==> config.mk <==
export PLATFORM = sky130hd
export DESIGN_NAME = mp_addr_filter
export DESIGN_NICKNAME = d
export VERILOG_FILES = /design/src/rtl/mpf_pkg.sv /design/src/rtl/mpf_mask_cmp.sv /design/src/rtl/mpf_datapath.sv /design/src/rtl/mpf_control.sv /design/src/rtl/mp_addr_filter.sv
export SDC_FILE = /design/constraint.sdc
export NUM_CORES = 1
export LEC_CHECK = 0
export ABC_AREA = 1
export BUFFER_PORTS_ARGS = -buffer_cell sky130_fd_sc_hd__buf_2
export CAP_MARGIN = 5
export CELL_PAD_IN_SITES_DETAIL_PLACEMENT = 1
export CELL_PAD_IN_SITES_GLOBAL_PLACEMENT = 1
export CORE_UTILIZATION = 35
export CTS_CLUSTER_SIZE = 14
export DETAILED_ROUTE_END_ITERATION = 8
export PLACE_DENSITY_LB_ADDON = 0.1
export SLEW_MARGIN = 20
export SYNTH_ARGS = -nofsm -noshare
export SYNTH_HDL_FRONTEND = slang
export SYNTH_HIERARCHICAL = 1
export SYNTH_SLANG_ARGS = --single-unit
==> constraint.sdc <==
create_clock -name clk -period 1.85 [get_ports clk]
set_clock_uncertainty 0.05 [all_clocks]
set_input_delay 0.0925 -clock clk [delete_from_list [all_inputs] [get_ports clk]]
set_output_delay 0.0925 -clock clk [all_outputs]
set_load 0.01 [all_outputs]
==> src/rtl/mpf_pkg.sv <==
package mpf_pkg;

  // Register-load strobes issued by control to the datapath
  typedef struct packed {
    logic loadAddr;
    logic loadMask;
  } mpfStrobes_t;

endpackage

==> src/rtl/mpf_mask_cmp.sv <==
module mpf_mask_cmp #(
  parameter int W = 8
) (
  input  logic [W-1:0] value,
  input  logic [W-1:0] pattern,
  input  logic [W-1:0] care,
  output logic         hit
);

  // Hit when every cared-for bit of value equals pattern
  logic [W-1:0] diffBits;

  always_comb begin
    diffBits = (value ^ pattern) & care;
    hit      = (diffBits == '0);
  end

endmodule

==> src/rtl/mpf_datapath.sv <==
module mpf_datapath
  import mpf_pkg::*;
#(
  parameter int DATA_W = 8
) (
  input  logic              clk,
  input  logic              rst_n,
  input  mpfStrobes_t       strobes,
  input  logic [DATA_W-1:0] wrData,
  input  logic [DATA_W-1:0] rxData,
  output logic              givenHit,
  output logic              bcastHit
);

  logic [DATA_W-1:0] addrReg;
  logic [DATA_W-1:0] maskReg;
  logic [DATA_W-1:0] bcastPat;

  always_ff @(posedge clk) begin
    if (!rst_n) begin
      addrReg <= '0;
      maskReg <= '0;
    end else begin
      if (strobes.loadAddr) addrReg <= wrData;
      if (strobes.loadMask) maskReg <= wrData;
    end
  end

  always_comb bcastPat = addrReg | maskReg;

  mpf_mask_cmp #(.W(DATA_W)) i_givenCmp (
    .value  (rxData),
    .pattern(addrReg),
    .care   (maskReg),
    .hit    (givenHit)
  );

  // Broadcast: ones required wherever the OR is one
  mpf_mask_cmp #(.W(DATA_W)) i_bcastCmp (
    .value  (rxData),
    .pattern(bcastPat),
    .care   (bcastPat),
    .hit    (bcastHit)
  );

  p_addr_load_r2: assert property (@(posedge clk) disable iff (!rst_n)
    strobes.loadAddr |=> addrReg == $past(wrData));

  p_mask_load_r2: assert property (@(posedge clk) disable iff (!rst_n)
    strobes.loadMask |=> maskReg == $past(wrData));

  p_open_when_clear_r8: assert property (@(posedge clk) disable iff (!rst_n)
    (addrReg == '0 && maskReg == '0) |-> (givenHit && bcastHit));

endmodule

==> src/rtl/mpf_control.sv <==
module mpf_control
  import mpf_pkg::*;
(
  input  logic        clk,
  input  logic        rst_n,
  input  logic        regWrEn,
  input  logic        regWrSel,
  input  logic        mpModeEn,
  input  logic        rxStrobe,
  input  logic        rxBit9,
  input  logic        givenHit,
  input  logic        bcastHit,
  output mpfStrobes_t strobes,
  output logic        addrMatch,
  output logic        rxIrq
);

  logic frameHit;
  logic isAddrFrame;
  logic takeFrame;

  always_comb begin
    strobes.loadAddr = regWrEn & ~regWrSel;
    strobes.loadMask = regWrEn &  regWrSel;
    frameHit    = givenHit | bcastHit;
    isAddrFrame = mpModeEn & rxBit9;
    if (!mpModeEn)        takeFrame = 1'b1;
    else if (rxBit9)      takeFrame = frameHit;
    else                  takeFrame = addrMatch;
  end

  always_ff @(posedge clk) begin
    if (!rst_n) begin
      addrMatch <= 1'b0;
      rxIrq     <= 1'b0;
    end else begin
      rxIrq <= rxStrobe & takeFrame;
      if (rxStrobe && isAddrFrame) addrMatch <= frameHit;
    end
  end

  p_irq_after_strobe_r9: assert property (@(posedge clk) disable iff (!rst_n)
    rxIrq |-> $past(rxStrobe));

  p_plain_mode_irq_r7: assert property (@(posedge clk) disable iff (!rst_n)
    (rxStrobe && !mpModeEn) |=> (rxIrq && $stable(addrMatch)));

  p_data_keeps_sel_r6: assert property (@(posedge clk) disable iff (!rst_n)
    (rxStrobe && mpModeEn && !rxBit9) |=> $stable(addrMatch));

  p_addr_irq_tracks_r5: assert property (@(posedge clk) disable iff (!rst_n)
    (rxStrobe && mpModeEn && rxBit9) |=> (rxIrq == addrMatch));

endmodule

==> src/rtl/mp_addr_filter.sv <==
module mp_addr_filter
  import mpf_pkg::*;
#(
  parameter int DATA_W = 8
) (
  input  logic              clk,
  input  logic              rst_n,
  input  logic              regWrEn,
  input  logic              regWrSel,
  input  logic [DATA_W-1:0] regWrData,
  input  logic              mpModeEn,
  input  logic              rxStrobe,
  input  logic [DATA_W-1:0] rxData,
  input  logic              rxBit9,
  output logic              addrMatch,
  output logic              rxIrq
);

  mpfStrobes_t strobes;
  logic        givenHit;
  logic        bcastHit;

  mpf_control i_control (
    .clk      (clk),
    .rst_n    (rst_n),
    .regWrEn  (regWrEn),
    .regWrSel (regWrSel),
    .mpModeEn (mpModeEn),
    .rxStrobe (rxStrobe),
    .rxBit9   (rxBit9),
    .givenHit (givenHit),
    .bcastHit (bcastHit),
    .strobes  (strobes),
    .addrMatch(addrMatch),
    .rxIrq    (rxIrq)
  );

  mpf_datapath #(.DATA_W(DATA_W)) i_datapath (
    .clk     (clk),
    .rst_n   (rst_n),
    .strobes (strobes),
    .wrData  (regWrData),
    .rxData  (rxData),
    .givenHit(givenHit),
    .bcastHit(bcastHit)
  );

endmodule

==> impl_results.rst, run 1 <==
.. list-table::
   :header-rows: 1

   * - Metric
     - Value
   * - Synthesized instance count
     - 207
   * - Setup crit end kind
     - flop
   * - Maximum count of clock buffers along a single path
     - 2
   * - Syn Nets
     - 230
   * - Leading cell types by total area after synthesis
     - sky130_fd_sc_hd__dfxtp_1 (31%), sky130_fd_sc_hd__nand2_1 (24%), sky130_fd_sc_hd__nor2_1 (21%)
   * - Share of layout cells above drive strength 1
     - 0.169
   * - Area enclosed by the die boundary
     - 0.00355 mm²
   * - Height of the die
     - 59.6 µm
   * - Clock slew at reported path FFs
     - 0.10 ns
   * - Biggest fanout along the worst timing path
     - 3
   * - Number of global-route vias before repair
     - 1264
   * - Slowest-stage cell, CP
     - sky130_fd_sc_hd__dfxtp_1
   * - Worst IR drop on VDD
     - 332 µV
   * - Area leader, netlist
     - sky130_fd_sc_hd__dfxtp_1
   * - Startpoint-to-endpoint class of the critical path
     - reg2reg
   * - Crit-path max cell delay
     - 0.34 ns
   * - Total Neg Setup Slack
     - 0 ns
   * - Count of buffering cells on the critical path with inverters included
     - 1
   * - Cell type group with the largest total delay on the critical path
     - simple AND/OR/NAND/NOR gates
   * - Clock sink count
     - 18
   * - RSZ-0062 raised after global routing
     - no
   * - Final hold viol count
     - 0
   * - Most frequently used flop master after synthesis
     - sky130_fd_sc_hd__dfxtp_1
   * - Upper clock frequency limit
     - 0.700 GHz
   * - Total area of multi-input combinational cells
     - 647 µm²
   * - DRC Markers
     - 0
   * - GR Overflow Total
     - 0
   * - Inserted Clock Buffers
     - 3
   * - MaxCap Viol Count
     - 0
   * - Post-DR vias/cell
     - 4.44
   * - Sequence of cells on the critical path
     - or2_1 -> nand2_1 -> nand2_1 -> nor2_1 -> nor2_2 -> nand2_1 -> nor2_1 -> nor2_1 -> inv_1 -> nor2_1 -> nor2_1
   * - Detailed-routing iteration count for the pre-antenna-repair pass
     - 4
   * - #FFs+latches synth
     - 18
   * - Cell with the most instances after synthesis
     - sky130_fd_sc_hd__nand2_1
   * - Setup slack after layout
     - 0.421 ns
   * - Most instantiated cells after synthesis
     - sky130_fd_sc_hd__nand2_1 (74), sky130_fd_sc_hd__nor2_1 (65), sky130_fd_sc_hd__inv_1 (19)
   * - Placeable core area
     - 0.00310 mm²
   * - Largest net degree at the start of global routing
     - 19
   * - Count of antenna diodes in the layout
     - 0
   * - Crit path launch type
     - flop
   * - Syn. warnings
     - 6
   * - Placed Instance Area
     - 0.00128 mm²
   * - Post-CTS Hold Buffers
     - 1
   * - Final instance area
     - 0.00133 mm²
   * - Via count
     - 1222
   * - Power density relative to cell area
     - 678 mW/mm²
   * - Static power due to leakage
     - 0.000716 µW
   * - Filler Cell Count
     - 490
   * - Count of buffers inserted at the top-level ports
     - 24
   * - Classification of the worst-slack hold path
     - in2reg
   * - Overall Global Routing Usage
     - 0.184
   * - Clock insertion delay at the later pin of the skew report
     - 0.29 ns
   * - Endpoint required time on the critical path
     - 2.00 ns
   * - Standard-cell row count
     - 20
   * - Syn Area/Cell
     - 5.60 µm²
   * - Boundary Pins
     - 25
   * - Clock tree from TritonCTS
     - yes
   * - Final weighted congestion in routability-driven placement
     - 0.684
   * - Area added between synthesis and finish
     - 14.2%
   * - H-tree levels
     - 1
   * - Seq/Total Area, Yosys
     - 0.311
   * - Final period utilization
     - 0.772
   * - Wire per inst
     - 9.86 µm
   * - Initial standard-cell utilization of the core
     - 0.374
   * - Final-report max-slew violation count
     - 0
   * - Minimum setup slack after placement
     - 0.392 ns
   * - Total Routed Length
     - 2.71 mm
   * - Clk root buf
     - sky130_fd_sc_hd__clkbuf_4
   * - Number of flops mapped to enable cells by yosys
     - 0
   * - Count of cells resized by post-cts repair
     - 0
   * - Data arrival time of the critical path
     - 1.58 ns
   * - Initial antenna violation count
     - 0
   * - Count of cell types in the netlist
     - 12
   * - Initial detailed-routing violation count
     - 23
   * - Final Critical Period
     - 1.43 ns
   * - Number of buffers inserted to repair setup after CTS
     - 0
   * - Sequential Area
     - 360 µm²
   * - Wire length of the first global-routing pass
     - 4.94 mm
   * - Flop2flop setup slack
     - 0.42 ns
   * - Total setup violations reported at the end of the flow
     - 0
   * - Die X
     - 59.6 µm
   * - Slew margin rel.
     - 0.633
   * - Async S/R FF share, synth
     - 0
   * - Most prevalent standard cell on the critical path
     - sky130_fd_sc_hd__nor2_1
   * - Worst Tran Pin Value
     - 0.550 ns
   * - Status
     - completed
   * - Cell area after technology mapping
     - 0.00116 mm²
   * - Area fraction of the dominant cell type after synthesis
     - 0.311
   * - Final ANT Viol Nets
     - 0
   * - Total Nets Final
     - 255
   * - Detailed-placement wirelength estimate
     - 2.20 mm
## cell families after synthesis
group	share of synthesized area
simple gates	0.558
flops	0.311
buf+inv	0.132
## final cells by class
cell class	instances	share of cell area
clock buffers	4	0.0274
inverters	23	0.0670
multi-input cells	160	0.488
flip-flops and latches	18	0.272
well taps	44	0.0415
repair buffers	26	0.104
## worst paths after layout
path | from | to | cells after the start
worst max register to register | i_datapath/maskReg[7] | i_control/addrMatch | 11
worst max-delay path | i_datapath/maskReg[7] | i_control/addrMatch | 11
worst min-delay path | regWrData[1] | i_datapath/addrReg[1] | 5
worst min register to register | i_datapath/maskReg[3] | i_datapath/maskReg[3] | 2
## tightest hold or removal path: stages
cell	delay [ns]
sky130_fd_sc_hd__buf_2	0.08
sky130_fd_sc_hd__inv_1	0.04
sky130_fd_sc_hd__nand2_1	0.05
sky130_fd_sc_hd__nand2_1	0.04
sky130_fd_sc_hd__nor2_1	0.07
## cells in the final DEF, fill, tap and decap left out, types with 3 or more instances in the layout
cell type / synthesis / routed
sky130_fd_sc_hd__clkbuf_4: 0 / 3
sky130_fd_sc_hd__dfxtp_1: 18 / 18
sky130_fd_sc_hd__nor2_1: 65 / 65
sky130_fd_sc_hd__nor2_2: 6 / 6
sky130_fd_sc_hd__or2_1: 8 / 8
sky130_fd_sc_hd__buf_2: 0 / 24
sky130_fd_sc_hd__nand2_1: 74 / 74
sky130_fd_sc_hd__nand3_1: 5 / 5
sky130_fd_sc_hd__inv_1: 19 / 19
## registers in the layout, indices dropped and copies added, names as in the netlist
signal	flops
i_control/addrMatch	1
i_datapath/maskReg	8
i_datapath/addrReg	8
i_control/rxIrq	1
## layer usage
layer | routed length, µm | GRT usage
met1 | 1190 | 0.210
met2 | 1450 | 0.348
met3 | 41 | 0.0131
met4 | 27 | 0.0797
met5 | 0 | 0
## stage by stage
stage | hold WS, ns | std cells | total power [µW] | util
3_3_place_gp | 0.282 | 270 | 652 | 0.412
2_1_floorplan | 0.162 | 207 | 605 | -
4_1_cts | 0.0444 | 275 | 917 | 0.427
5_1_grt | 0.0480 | 275 | 975 | 0.427
6_report | 0.0505 | 275 | 898 | 0.427
3_5_place_dp | 0.292 | 270 | 669 | 0.412
## power by group
part	internal, µW	total, µW	leakage (µW)	switching (µW)
logic	91.0	223	0.000546	132
clock network	120	241	0.0000210	121
registers	413	434	0.000149	20.4
No activity file was read; power rests on OpenSTA's default activity.
==> run 2: changes to the inputs <==
CORE_UTILIZATION = 32   (was 35)
clock period = 1.2 ns   (was 1.85 ns; I/O delays follow)
==> run 2 against run 1 <==
The run now ends with setup timing left; die area increased by 9.1%; highest routed layer unchanged; clock power increased by 66%; largest cell class unchanged; register-to-register slack got worse by 0.64 ns; first-iteration DRC count increased by 8.7%; core utilization increased by 2.8 points; critical path type unchanged; clock-buffer cell count unchanged.
==> impl_results.rst, run 2 (synthesis gave the netlist of run 1 again) <==
.. list-table::
   :header-rows: 1

   * - Metric
     - Value
   * - Boundary Pins
     - 25
   * - Clock slew at reported path FFs
     - 0.12 ns
   * - Detailed-routing iteration count for the pre-antenna-repair pass
     - 2
   * - Initial detailed-routing violation count
     - 25
   * - Status
     - finished, violations left
   * - Count of buffers inserted at the top-level ports
     - 24
   * - Total Neg Setup Slack
     - -0.438 ns
   * - DRC Markers
     - 0
   * - Startpoint-to-endpoint class of the critical path
     - reg2reg
   * - GR Overflow Total
     - 0
   * - H-tree levels
     - 1
   * - Via count
     - 1302
   * - Clock tree from TritonCTS
     - yes
   * - Net switching power figure
     - 469 µW
   * - Height of the die
     - 62.2 µm
   * - Die X
     - 62.2 µm
   * - Post-DR vias/cell
     - 4.35
   * - Static power due to leakage
     - 0.000833 µW
   * - Wire per inst
     - 9.94 µm
   * - Area enclosed by the die boundary
     - 0.00387 mm²
   * - Capture point of the critical path
     - i_control/addrMatch
   * - Initial antenna violation count
     - 0
   * - Data arrival time of the critical path
     - 1.58 ns
   * - Maximum count of clock buffers along a single path
     - 2
   * - Final period utilization
     - 1.19
   * - MaxCap Viol Count
     - 0
   * - Detailed-placement wirelength estimate
     - 2.34 mm
   * - Most used cells in the layout excluding fill and tap cells
     - sky130_fd_sc_hd__nand2_1 (71), sky130_fd_sc_hd__nor2_1 (62), sky130_fd_sc_hd__buf_2 (24)
   * - Comb pwr share
     - 0.297
   * - Internal power
     - 1040 µW
   * - Slew margin rel.
     - 0.757
   * - Final weighted congestion in routability-driven placement
     - 0.741
   * - FF-to-FF path depth
     - 11
   * - Largest registers
     - i_datapath/addrReg (8), i_datapath/maskReg (8)
   * - Count of antenna diodes in the layout
     - 0
   * - Share of layout cells above drive strength 1
     - 0.281
   * - Worst IR drop on VDD
     - 318 µV
   * - Sequential share of power
     - 0.437
   * - Flop2flop setup slack
     - -0.22 ns
   * - Placeable core area
     - 0.00342 mm²
   * - Most common library cell in the layout ignoring fill and taps
     - sky130_fd_sc_hd__nand2_1
   * - Number of global-route vias before repair
     - 1408
   * - Failing checks
     - setup timing
   * - Inserted Clock Buffers
     - 3
   * - Biggest fanout along the worst timing path
     - 3
   * - Setup slack after layout
     - -0.223 ns
   * - Classification of the worst-slack hold path
     - in2reg
   * - Total Nets Final
     - 277
   * - Final ANT Viol Nets
     - 0
   * - Worst Tran Pin Value
     - 0.365 ns
   * - Clk root buf
     - sky130_fd_sc_hd__clkbuf_4
   * - Overall Global Routing Usage
     - 0.178
   * - Switching part of the total power
     - 0.311
   * - Area added between synthesis and finish
     - 33.9%
   * - Critical R2R Capture
     - i_control/addrMatch
   * - Power density relative to cell area
     - 971 mW/mm²
   * - Total design power
     - 1510 µW
   * - Clock sink count
     - 18
   * - Share of power burned in the clock network
     - 0.266
   * - Utilization after layout
     - 0.455
   * - Setup crit end kind
     - flop
   * - Wire length of the first global-routing pass
     - 5.62 mm
   * - Critical path startpoint
     - i_datapath/addrReg[6]
   * - Largest net degree at the start of global routing
     - 19
   * - Final Critical Period
     - 1.42 ns
   * - Upper clock frequency limit
     - 0.703 GHz
   * - Standard-cell row count
     - 21
   * - Endpoint required time on the critical path
     - 1.36 ns
   * - Total Routed Length
     - 2.97 mm
   * - Total setup violations reported at the end of the flow
     - 2
   * - Worst reg2reg path startpoint
     - i_datapath/addrReg[6]
   * - RSZ-0062 raised after global routing
     - yes
   * - Final hold viol count
     - 0
   * - Clock insertion delay at the later pin of the skew report
     - 0.31 ns
   * - Post-route worst hold slack
     - 0.00226 ns
   * - Final-report max-slew violation count
     - 0
   * - Initial standard-cell utilization of the core
     - 0.340
   * - Crit path launch type
     - flop
==> run 2: cell types whose count changed in the layout (fill, tap and decap cells not counted), sizes merged <==
cell | previous run | this run
buf | 25 | 42
dlygate4sd3 | 1 | 6
==> run 2: per-layer routing <==
| layer | up-vias | part of all wire | GRT usage |
|---|---|---|---|
| li1 | 691 | - | - |
| met5 | - | 0 | 0 |
| met4 | 0 | 0.013 | 0.0610 |
| met2 | 14 | 0.53 | 0.354 |
| met1 | 593 | 0.44 | 0.189 |
| met3 | 4 | 0.022 | 0.0239 |
==> run 2: layout make-up <==
class / count / area (µm²)
clock buffer: 4 / 36.3
fill: 488 / 1860
inverter: 23 / 88.8
multi-input combinational: 160 / 677
sequential: 18 / 365
tap: 46 / 57.6
timing repair buffer: 48 / 328
==> run 2: worst max-delay path, stage by stage (launching register included) <==
cell                      delay, ns
sky130_fd_sc_hd__dfxtp_2       0.34
sky130_fd_sc_hd__or2_4         0.26
sky130_fd_sc_hd__nand2_2       0.07
sky130_fd_sc_hd__nand3_2       0.07
sky130_fd_sc_hd__nand2_1       0.08
sky130_fd_sc_hd__inv_1         0.04
sky130_fd_sc_hd__nand2_1       0.05
sky130_fd_sc_hd__nor2_1        0.04
sky130_fd_sc_hd__nor2_1        0.12
sky130_fd_sc_hd__inv_1         0.05
sky130_fd_sc_hd__nor2_1        0.10
sky130_fd_sc_hd__nor2_1        0.04
==> run 2: worst min-delay path by stage <==
stage,depth (start not counted),from,end,slack (ns)
floorplan,2,rxStrobe,i_control/rxIrq,0.13
global placement,3,rxStrobe,i_control/rxIrq,0.25
detailed placement,3,rxStrobe,i_control/rxIrq,0.28
CTS,5,regWrData[1],i_datapath/addrReg[1],0.00005
global route,5,regWrData[6],i_datapath/maskReg[6],0.01
finish,5,regWrData[6],i_datapath/addrReg[6],0.002
==> run 2: metrics by stage <==
step / cell area [µm²] / instances / setup slack, ns
3_5_place_dp: 1420 / 289 / -0.218
3_3_place_gp: 1420 / 289 / -0.157
2_1_floorplan: 1160 / 207 / -0.0849
6_report: 1550 / 299 / -0.223
5_1_grt: 1550 / 299 / -0.366
4_1_cts: 1520 / 299 / -0.256
==> run 2: power groups by stage <==
| stage | clock network [µW] | logic (µW) | registers (µW) |
|---|---|---|---|
| floorplan | 0 | 258 | 676 |
| global placement | 0 | 397 | 666 |
| detailed placement | 0 | 418 | 669 |
| CTS | 418 | 434 | 656 |
| global route | 449 | 514 | 665 |
| finish | 400 | 448 | 659 |
==> run 2: what timing repair did <==
action | CTS | global route
endpoints found under the hold margin | 6 | 0
gates resized for setup | 0 | 15
hold buffers | 6 | 0
pin swaps | 0 | 9
endpoints found under the setup margin | 2 | 2
buffers inserted | 0 | 0
